===== src/rtl/exc_pkg.sv =====
package exc_pkg;

    localparam int VEC_W = 8;

    localparam logic [VEC_W-1:0] VEC_NMI   = 8'd2;
    localparam logic [VEC_W-1:0] VEC_BRK   = 8'd3;
    localparam logic [VEC_W-1:0] VEC_OVF   = 8'd4;
    localparam logic [VEC_W-1:0] VEC_BND   = 8'd5;
    localparam logic [VEC_W-1:0] VEC_UD    = 8'd6;
    localparam logic [VEC_W-1:0] VEC_DEVNA = 8'd7;

    // opcode bytes that are reserved yet never raise the invalid-opcode fault
    localparam logic [7:0] OPC_QUIET_A = 8'hD6;
    localparam logic [7:0] OPC_QUIET_B = 8'hF1;

    typedef enum logic [1:0] {
        CLS_FAULT = 2'd0,
        CLS_TRAP  = 2'd1,
        CLS_INTR  = 2'd2
    } exc_class_e;

    typedef enum logic [1:0] {
        ST_IDLE  = 2'd0,
        ST_ISSUE = 2'd1,
        ST_HOLD  = 2'd2
    } ctl_state_e;

    // class attached to each vector number
    function automatic exc_class_e class_of(input logic [VEC_W-1:0] v);
        if (v == VEC_NMI)                       return CLS_INTR;
        else if (v == VEC_BRK || v == VEC_OVF)  return CLS_TRAP;
        else                                    return CLS_FAULT;
    endfunction

    // vectors that push an error code; none of 2..7 do
    function automatic logic has_errcode(input logic [VEC_W-1:0] v);
        return (v == 8'd8) || (v >= 8'd10 && v <= 8'd14) || (v == 8'd17);
    endfunction

endpackage


===== src/rtl/exc_detect.sv =====
module exc_detect
    import exc_pkg::*;
#(
    parameter int DW   = 16,
    parameter int NVEC = 8
) (
    input  logic            nmi_pend_i,
    input  logic            brk_i,
    input  logic            ovchk_i,
    input  logic            of_flag_i,
    input  logic            bnd_chk_i,
    input  logic [DW-1:0]   bnd_idx_i,
    input  logic [DW-1:0]   bnd_lo_i,
    input  logic [DW-1:0]   bnd_hi_i,
    input  logic            badop_i,
    input  logic            undef_i,
    input  logic [7:0]      opcode_i,
    input  logic            devna_i,
    output logic [NVEC-1:0] raise_o
);

    logic below_lo;
    logic above_hi;
    logic quiet_opc;

    // signed range test of the bounds check
    always_comb begin
        below_lo = $signed(bnd_idx_i) < $signed(bnd_lo_i);
        above_hi = $signed(bnd_idx_i) > $signed(bnd_hi_i);
    end

    assign quiet_opc = (opcode_i == OPC_QUIET_A) || (opcode_i == OPC_QUIET_B);

    always_comb begin
        raise_o             = '0;
        raise_o[VEC_NMI]    = nmi_pend_i;
        raise_o[VEC_BRK]    = brk_i;
        raise_o[VEC_OVF]    = ovchk_i & of_flag_i;
        raise_o[VEC_BND]    = bnd_chk_i & (below_lo | above_hi);
        raise_o[VEC_UD]     = undef_i | (badop_i & ~quiet_opc);
        raise_o[VEC_DEVNA]  = devna_i;
    end

endmodule


===== src/rtl/exc_arbiter.sv =====
module exc_arbiter
    import exc_pkg::*;
#(
    parameter int AW   = 32,
    parameter int NVEC = 8
) (
    input  logic [NVEC-1:0]  raise_i,
    input  logic [AW-1:0]    cur_ip_i,
    input  logic [AW-1:0]    next_ip_i,
    output logic             any_o,
    output logic [VEC_W-1:0] vec_o,
    output exc_class_e       cls_o,
    output logic [AW-1:0]    ip_o,
    output logic             errcode_o
);

    logic [NVEC-1:0] is_fault;
    logic [NVEC-1:0] is_trap;
    logic [NVEC-1:0] is_intr;
    logic [NVEC-1:0] m_fault;
    logic [NVEC-1:0] m_trap;
    logic [NVEC-1:0] m_intr;

    // static class masks, one bit per vector
    for (genvar g = 0; g < NVEC; g++) begin : g_cls
        assign is_fault[g] = (class_of(VEC_W'(g)) == CLS_FAULT);
        assign is_trap[g]  = (class_of(VEC_W'(g)) == CLS_TRAP);
        assign is_intr[g]  = (class_of(VEC_W'(g)) == CLS_INTR);
    end

    function automatic logic [VEC_W-1:0] lowest(input logic [NVEC-1:0] m);
        logic [VEC_W-1:0] r;
        r = '0;
        for (int i = NVEC - 1; i >= 0; i--) begin
            if (m[i]) r = VEC_W'(i);
        end
        return r;
    endfunction

    assign m_fault = raise_i & is_fault;
    assign m_trap  = raise_i & is_trap;
    assign m_intr  = raise_i & is_intr;
    assign any_o   = |raise_i;

    // faults preempt completion; traps of the completed instruction
    // precede an interrupt taken at the same boundary
    always_comb begin
        vec_o = '0;
        cls_o = CLS_FAULT;
        ip_o  = cur_ip_i;
        if (|m_fault) begin
            vec_o = lowest(m_fault);
            cls_o = CLS_FAULT;
            ip_o  = cur_ip_i;
        end else if (|m_trap) begin
            vec_o = lowest(m_trap);
            cls_o = CLS_TRAP;
            ip_o  = next_ip_i;
        end else if (|m_intr) begin
            vec_o = lowest(m_intr);
            cls_o = CLS_INTR;
            ip_o  = next_ip_i;
        end
    end

    assign errcode_o = has_errcode(vec_o);

endmodule


===== src/rtl/exc_ctrl.sv =====
module exc_ctrl
    import exc_pkg::*;
#(
    parameter int AW = 32
) (
    input  logic             clk,
    input  logic             rst_n,
    input  logic             retire_i,
    input  logic             any_i,
    input  logic [VEC_W-1:0] vec_i,
    input  exc_class_e       cls_i,
    input  logic [AW-1:0]    ip_i,
    input  logic             errcode_i,
    input  logic             nmi_i,
    input  logic             ack_i,
    output logic             nmi_pend_o,
    output logic             idle_o,
    output logic             deliver_o,
    output logic [VEC_W-1:0] vec_o,
    output logic [1:0]       cls_o,
    output logic [AW-1:0]    ip_o,
    output logic             errcode_o
);

    ctl_state_e       state_q, state_d;
    logic             capture;
    logic             take_nmi;
    logic             nmi_q;
    logic             pend_q;
    logic [VEC_W-1:0] vec_q;
    exc_class_e       cls_q;
    logic [AW-1:0]    ip_q;
    logic             err_q;

    assign capture  = (state_q == ST_IDLE) && retire_i && any_i;
    assign take_nmi = capture && (vec_i == VEC_NMI);

    // state register
    always_ff @(posedge clk or negedge rst_n) begin
        if (!rst_n) state_q <= ST_IDLE;
        else        state_q <= state_d;
    end

    // transitions: capture, linger, release, wait
    always_comb begin
        state_d = state_q;
        unique case (state_q)
            ST_IDLE:  if (capture) state_d = ST_ISSUE;
            ST_ISSUE: state_d = ack_i ? ST_IDLE : ST_HOLD;
            ST_HOLD:  if (ack_i) state_d = ST_IDLE;
            default:  state_d = ST_IDLE;
        endcase
    end

    // held result, loaded only on capture
    always_ff @(posedge clk or negedge rst_n) begin
        if (!rst_n) begin
            vec_q <= '0;
            cls_q <= CLS_FAULT;
            ip_q  <= '0;
            err_q <= 1'b0;
        end else if (capture) begin
            vec_q <= vec_i;
            cls_q <= cls_i;
            ip_q  <= ip_i;
            err_q <= errcode_i;
        end
    end

    // edge-sensitive NMI latch; a new edge outranks a same-cycle clear
    always_ff @(posedge clk or negedge rst_n) begin
        if (!rst_n) begin
            nmi_q  <= 1'b0;
            pend_q <= 1'b0;
        end else begin
            nmi_q  <= nmi_i;
            pend_q <= (pend_q & ~take_nmi) | (nmi_i & ~nmi_q);
        end
    end

    // outputs
    always_comb begin
        deliver_o  = (state_q == ST_ISSUE);
        idle_o     = (state_q == ST_IDLE);
        nmi_pend_o = pend_q;
        vec_o      = vec_q;
        cls_o      = cls_q;
        ip_o       = ip_q;
        errcode_o  = err_q;
    end

    AST_PULSE_SINGLE: assert property (@(posedge clk) disable iff (!rst_n)
        deliver_o |=> !deliver_o);
    AST_CAPTURE_PULSES: assert property (@(posedge clk) disable iff (!rst_n)
        (idle_o && retire_i && any_i) |=> deliver_o);
    AST_HOLD_STABLE: assert property (@(posedge clk) disable iff (!rst_n)
        (!idle_o && !ack_i) |=> ($stable(vec_o) && $stable(ip_o) && $stable(cls_o)));
    AST_NO_RETIRE_QUIET: assert property (@(posedge clk) disable iff (!rst_n)
        (idle_o && !retire_i) |=> !deliver_o);
    AST_NMI_EDGE_PENDS: assert property (@(posedge clk) disable iff (!rst_n)
        (nmi_i && !nmi_q) |=> nmi_pend_o);

endmodule


===== src/rtl/exc_vector_unit.sv =====
module exc_vector_unit
    import exc_pkg::*;
#(
    parameter int AW   = 32,
    parameter int DW   = 16,
    parameter int NVEC = 8
) (
    input  logic          clk,
    input  logic          rst_n,
    input  logic          retire_i,
    input  logic [AW-1:0] cur_ip_i,
    input  logic [AW-1:0] next_ip_i,
    input  logic          brk_i,
    input  logic          ovchk_i,
    input  logic          of_flag_i,
    input  logic          bnd_chk_i,
    input  logic [DW-1:0] bnd_idx_i,
    input  logic [DW-1:0] bnd_lo_i,
    input  logic [DW-1:0] bnd_hi_i,
    input  logic          badop_i,
    input  logic          undef_i,
    input  logic [7:0]    opcode_i,
    input  logic          devna_i,
    input  logic          nmi_i,
    input  logic          ack_i,
    output logic          deliver_o,
    output logic [7:0]    vector_o,
    output logic [1:0]    class_o,
    output logic [AW-1:0] saved_ip_o,
    output logic          errcode_o
);

    logic [NVEC-1:0]  raise;
    logic             nmi_pend;
    logic             idle;
    logic             any;
    logic [VEC_W-1:0] arb_vec;
    exc_class_e       arb_cls;
    logic [AW-1:0]    arb_ip;
    logic             arb_err;

    exc_detect #(.DW(DW), .NVEC(NVEC)) u_detect (
        .nmi_pend_i (nmi_pend),
        .brk_i      (brk_i),
        .ovchk_i    (ovchk_i),
        .of_flag_i  (of_flag_i),
        .bnd_chk_i  (bnd_chk_i),
        .bnd_idx_i  (bnd_idx_i),
        .bnd_lo_i   (bnd_lo_i),
        .bnd_hi_i   (bnd_hi_i),
        .badop_i    (badop_i),
        .undef_i    (undef_i),
        .opcode_i   (opcode_i),
        .devna_i    (devna_i),
        .raise_o    (raise)
    );

    exc_arbiter #(.AW(AW), .NVEC(NVEC)) u_arb (
        .raise_i   (raise),
        .cur_ip_i  (cur_ip_i),
        .next_ip_i (next_ip_i),
        .any_o     (any),
        .vec_o     (arb_vec),
        .cls_o     (arb_cls),
        .ip_o      (arb_ip),
        .errcode_o (arb_err)
    );

    exc_ctrl #(.AW(AW)) u_ctrl (
        .clk        (clk),
        .rst_n      (rst_n),
        .retire_i   (retire_i),
        .any_i      (any),
        .vec_i      (arb_vec),
        .cls_i      (arb_cls),
        .ip_i       (arb_ip),
        .errcode_i  (arb_err),
        .nmi_i      (nmi_i),
        .ack_i      (ack_i),
        .nmi_pend_o (nmi_pend),
        .idle_o     (idle),
        .deliver_o  (deliver_o),
        .vec_o      (vector_o),
        .cls_o      (class_o),
        .ip_o       (saved_ip_o),
        .errcode_o  (errcode_o)
    );

    AST_FAULT_SAVES_CUR: assert property (@(posedge clk) disable iff (!rst_n)
        (deliver_o && class_o == 2'd0) |-> (saved_ip_o == $past(cur_ip_i)));
    AST_TRAP_SAVES_NEXT: assert property (@(posedge clk) disable iff (!rst_n)
        (deliver_o && class_o == 2'd1) |-> (saved_ip_o == $past(next_ip_i)));
    AST_NMI_SAVES_NEXT: assert property (@(posedge clk) disable iff (!rst_n)
        (deliver_o && vector_o == 8'd2) |-> (class_o == 2'd2 && saved_ip_o == $past(next_ip_i)));
    AST_NO_ERRCODE: assert property (@(posedge clk) disable iff (!rst_n)
        (deliver_o && vector_o >= 8'd2 && vector_o <= 8'd7) |-> !errcode_o);
    AST_QUIET_OPCODE: assert property (@(posedge clk) disable iff (!rst_n)
        (idle && retire_i && badop_i && !undef_i && !nmi_pend && !brk_i && !ovchk_i
         && !bnd_chk_i && !devna_i && (opcode_i == 8'hD6 || opcode_i == 8'hF1))
        |=> !deliver_o);
    AST_OVF_NEEDS_FLAG: assert property (@(posedge clk) disable iff (!rst_n)
        (deliver_o && vector_o == 8'd4) |-> $past(of_flag_i));

endmodule


===== config.mk =====
export PLATFORM = sky130hd
export DESIGN_NAME = exc_vector_unit
export DESIGN_NICKNAME = d
export VERILOG_FILES = /design/src/rtl/exc_pkg.sv /design/src/rtl/exc_detect.sv /design/src/rtl/exc_arbiter.sv /design/src/rtl/exc_ctrl.sv /design/src/rtl/exc_vector_unit.sv
export SDC_FILE = /design/constraint.sdc
export NUM_CORES = 1
export LEC_CHECK = 0
export BUFFER_PORTS_ARGS = -buffer_cell sky130_fd_sc_hd__buf_2
export CAP_MARGIN = 10
export CORE_MARGIN = 2
export CORE_UTILIZATION = 25
export DETAILED_ROUTE_END_ITERATION = 6
export GPL_TIMING_DRIVEN = 0
export SETUP_SLACK_MARGIN = 0.2
export SYNTH_ARGS = -nofsm -noshare
export SYNTH_HDL_FRONTEND = slang
export SYNTH_SLANG_ARGS = --single-unit

===== constraint.sdc =====
create_clock -name clk -period 2.35 [get_ports clk]
set_clock_uncertainty 0.1 [all_clocks]
set_input_delay 0.3525 -clock clk [delete_from_list [all_inputs] [get_ports clk]]
set_output_delay 0.3525 -clock clk [all_outputs]
set_load 0.005 [all_outputs]

==> flow_summary.ini <==
[global_routing]
grt_max_degree = 42
grtUsageTotal_pct = 14.56
number_of_antenna_violations_at_the_first_check_in_global_routing = 0
first_pass_grt_wire_length_um = 16830
grt_remaining_overflow = 0
first_global_vias = 3421

[worst_setup_path]
cp.required_ps = 2410
path_buf_inv = 4
crit_path_start_kind = primary input
crit_cells = 12
timing.setup.critical_path_class = primary input to flop
worstRegToRegCells = 6
critical-path-top-delay-family = buffers and inverters
cpPeakStageDelay_ps = 330
cp_cell_sequence = buf_8 -> ha_4 -> nor2b_4 -> o211ai_1 -> a2111oi_2 -> nor4_2 -> mux2i_2 -> buf_4 -> a31oi_4 -> buf_12 -> buf_12 -> o21a_1
reg2reg_slack_ps = 160
crit_path_capture = u_ctrl.vec_o[0]
cp_max_fo = 8
timing.critical_path.slowest_stage_cell = sky130_fd_sc_hd__nor4_2
crit_arrival_ps = 2440
r2r_end = u_ctrl.ip_o[3]
cp-startpoint = bnd_idx_i[1]
end_kind = flop
critical_path.most_common_cell = sky130_fd_sc_hd__buf_12
rr_startpoint = u_ctrl.state_q[1]

[clock_tree]
tritoncts_clock_tree = yes
tritoncts_num_sinks = 41
clockBufferDepth = 2
ctsRootBufferMaster = sky130_fd_sc_hd__clkbuf_16
worst_skew_late_latency_ps = 270
tritoncts.num_buffers = 5
ctsHtreeMaxLevel = 2
cts.clk_slew.worst_paths_ps = 60
holdBufCountCts = 0

[drt]
post_drt_via_cell_ratio = 4.616
detailroute.via_count = 3370
wl_per_cell_um = 15.22
detail_route.drc_violations = 0
first_pass_iters = 4
total_routed_length_um = 11110
ant_nets = 0
detailedRoute.firstIterationViolations = 89

[placement]
post-dp-hpwl_um = 8181
dpl_worst_slack_ps = -744.5
buffer_ports.inserted = 169
place_congestion = 0.7602
detailed_place.area_um2 = 4508
post_place_cells = 702

[sta]
crit_path_time_final_ps = 2377
max_freq_ghz = 0.4207
finalHoldViolations = 0
period_share_pct = 101.1
setup-violations-final = 4
worst_hold_slack_across_all_endpoints_ps = 107.2
timing.final.ws_setup_ps = -26.74
max_slew_margin_pct = 33.92
rsz_0062_raised_after_global_routing = yes
worst_pin_slew_ps = 991.1
final-max-slew-violation-count = 0

[pwr]
design_power_total_mw = 3.169
worst_voltage_drop_across_the_vdd_grid_v = 0.0002609
leakage_nw = 2.572
cellPowerDensity_nw_per_um2 = 582.5

[die]
die-area_um2 = 14500
chipWidth_um = 120.4
starting_density_pct = 25.59
io_pins = 176
floorplan.core_area_um2 = 13240
die_height_um = 120.4
num_rows = 42

[final_layout]
diodes = 0
area_delta_synth_final_pct = 60.56
layout.filler_cells = 1323
layout.cells.non_filler = 730
drive_gt1_share_pct = 55.96
final_cell_mix = sky130_fd_sc_hd__buf_2 (152), sky130_fd_sc_hd__inv_1 (57), sky130_fd_sc_hd__dfrtp_1 (41)
nets = 718
fin_area_um2 = 5440
mostFrequentLayoutCell = sky130_fd_sc_hd__buf_2

[synthesis]
yosys.cell_types.count = 48
netlist_instances = 352
syn-mean-instance-area_um2 = 9.626
post_synthesis_sequential_area_ratio_pct = 30.28
synth_enable_flop_cells = 0
synthFlopType = sky130_fd_sc_hd__dfrtp_1
ys_warn_count = 0
asyncSetResetFlopFracSynth_pct = 100.0
post_synth_instance_area_um2 = 3388
yosys_reg_bits = 41

[flow_run]
maxCapViolations = 0

[hold_path]
startpoint_of_the_most_critical_hold_path = nmi_i
holdCritPathClass = primary input to flop

[outcome]
run_status = finished, violations left
failed_checks = setup timing
-- worst reg2reg max path, stage by stage, from the launching register on --
cell and delay (ps):
sky130_fd_sc_hd__dfrtp_1 400, sky130_fd_sc_hd__nor2_1 140, sky130_fd_sc_hd__and2_1 140, sky130_fd_sc_hd__clkbuf_8 170, sky130_fd_sc_hd__dlygate4sd3_1 810, sky130_fd_sc_hd__nand2_1 170, sky130_fd_sc_hd__o221ai_4 180
-- registers in the layout (all words and copies together) (netlist names) --
name / count
u_ctrl.vec_o: 3
u_ctrl.nmi_pend_o: 1
u_ctrl.state_q: 2
u_ctrl.ip_o: 32
u_ctrl.nmi_q: 1
u_ctrl.cls_o: 2
-- worst min path at each step --
stage / slack, ps / depth (start not counted) / end
after floorplan: -40 / 0 / u_ctrl.cls_o[0]
final: 110 / 1 / u_ctrl.nmi_q
after CTS: 100 / 1 / u_ctrl.nmi_q
after detailed placement: 370 / 1 / u_ctrl.vec_o[0]
after global routing: 100 / 1 / u_ctrl.nmi_q
after global placement: 360 / 1 / u_ctrl.vec_o[0]
-- layer usage --
layer	up-vias	share of wire, %	track usage [%]	wire length, um
met5	-	0	0	0
met4	0	1.1	3.779	117
met3	10	6.7	3.443	739
met2	111	52	26.91	5825
met1	1593	40	16.73	4429
li1	1656	-	-	-
-- cells by family after synthesis --
logic type                 Yosys count  share of synthesized area (%)
other                                1                         0.1107
buffers and inverters               95                          17.73
muxes                                1                         0.2954
DFF                                 41                          30.28
and+or+nand+nor                    109                          17.06
xor gates and xnor gates             1                         0.2585
AOI/OAI and AO/OA                   73                          22.82
adders and majority gates           31                          11.45
-- cell type report --
type / count / area [um2] / share of cell area (%)
sequential: 41 / 1026 / 18.86
clock buffer: 5 / 125.1 / 2.300
buffer: 27 / 399.1 / 7.337
clock inverter: 1 / 5.005 / 0.09200
inverter: 68 / 272.8 / 5.014
tap: 176 / 220.2 / 4.048
multi-input combinational: 221 / 2116 / 38.89
timing repair buffer: 191 / 1276 / 23.46
-- cell usage after synthesis (2+ instances only) --
library cell	n	area [um2]
sky130_fd_sc_hd__nand2b_1	2	12.51
sky130_fd_sc_hd__nor2_1	8	30.03
sky130_fd_sc_hd__dfrtp_1	41	1026
sky130_fd_sc_hd__o21a_1	2	15.01
sky130_fd_sc_hd__o221ai_2	30	450.4
sky130_fd_sc_hd__nor3_1	2	10.01
sky130_fd_sc_hd__nand3_1	3	15.01
sky130_fd_sc_hd__a21oi_1	16	80.08
sky130_fd_sc_hd__buf_6	4	45.04
sky130_fd_sc_hd__nand2_1	42	157.7
sky130_fd_sc_hd__nor2b_1	3	18.77
sky130_fd_sc_hd__buf_4	6	45.04
sky130_fd_sc_hd__nand4_1	39	244.0
sky130_fd_sc_hd__a2111oi_0	2	17.52
sky130_fd_sc_hd__inv_1	68	255.2
sky130_fd_sc_hd__ha_1	31	387.9
sky130_fd_sc_hd__o21ai_0	5	25.02
sky130_fd_sc_hd__buf_12	4	80.08
sky130_fd_sc_hd__o221ai_1	2	17.52
sky130_fd_sc_hd__clkbuf_8	12	165.2
sky130_fd_sc_hd__a21o_1	3	22.52
-- power by group --
group | switching (mW) | internal [mW] | total, mW | leakage [nW]
logic | 0.685 | 0.815 | 1.50 | 2.01
clock network | 0.256 | 0.379 | 0.636 | 0.0655
registers | 0.114 | 0.920 | 1.03 | 0.498
-- timing repair --
item | in CTS | in global routing
pin swaps | 28 | 12
buffers inserted | 13 | 2
resized for setup | 57 | 46
endpoints found under the setup margin | 39 | 39
gates cloned | 5 | 2
hold endpoints to repair | 0 | 0
-- through the flow --
stage | util [%] | TNS [ps]
detailed placement | 34.04 | -25810
CTS | 39.00 | -7.351
global route | 41.08 | -1804
finish | 41.08 | -60.09
floorplan | - | -4039
global placement | 34.04 | -25420
(Power assumes the default switching activity.)
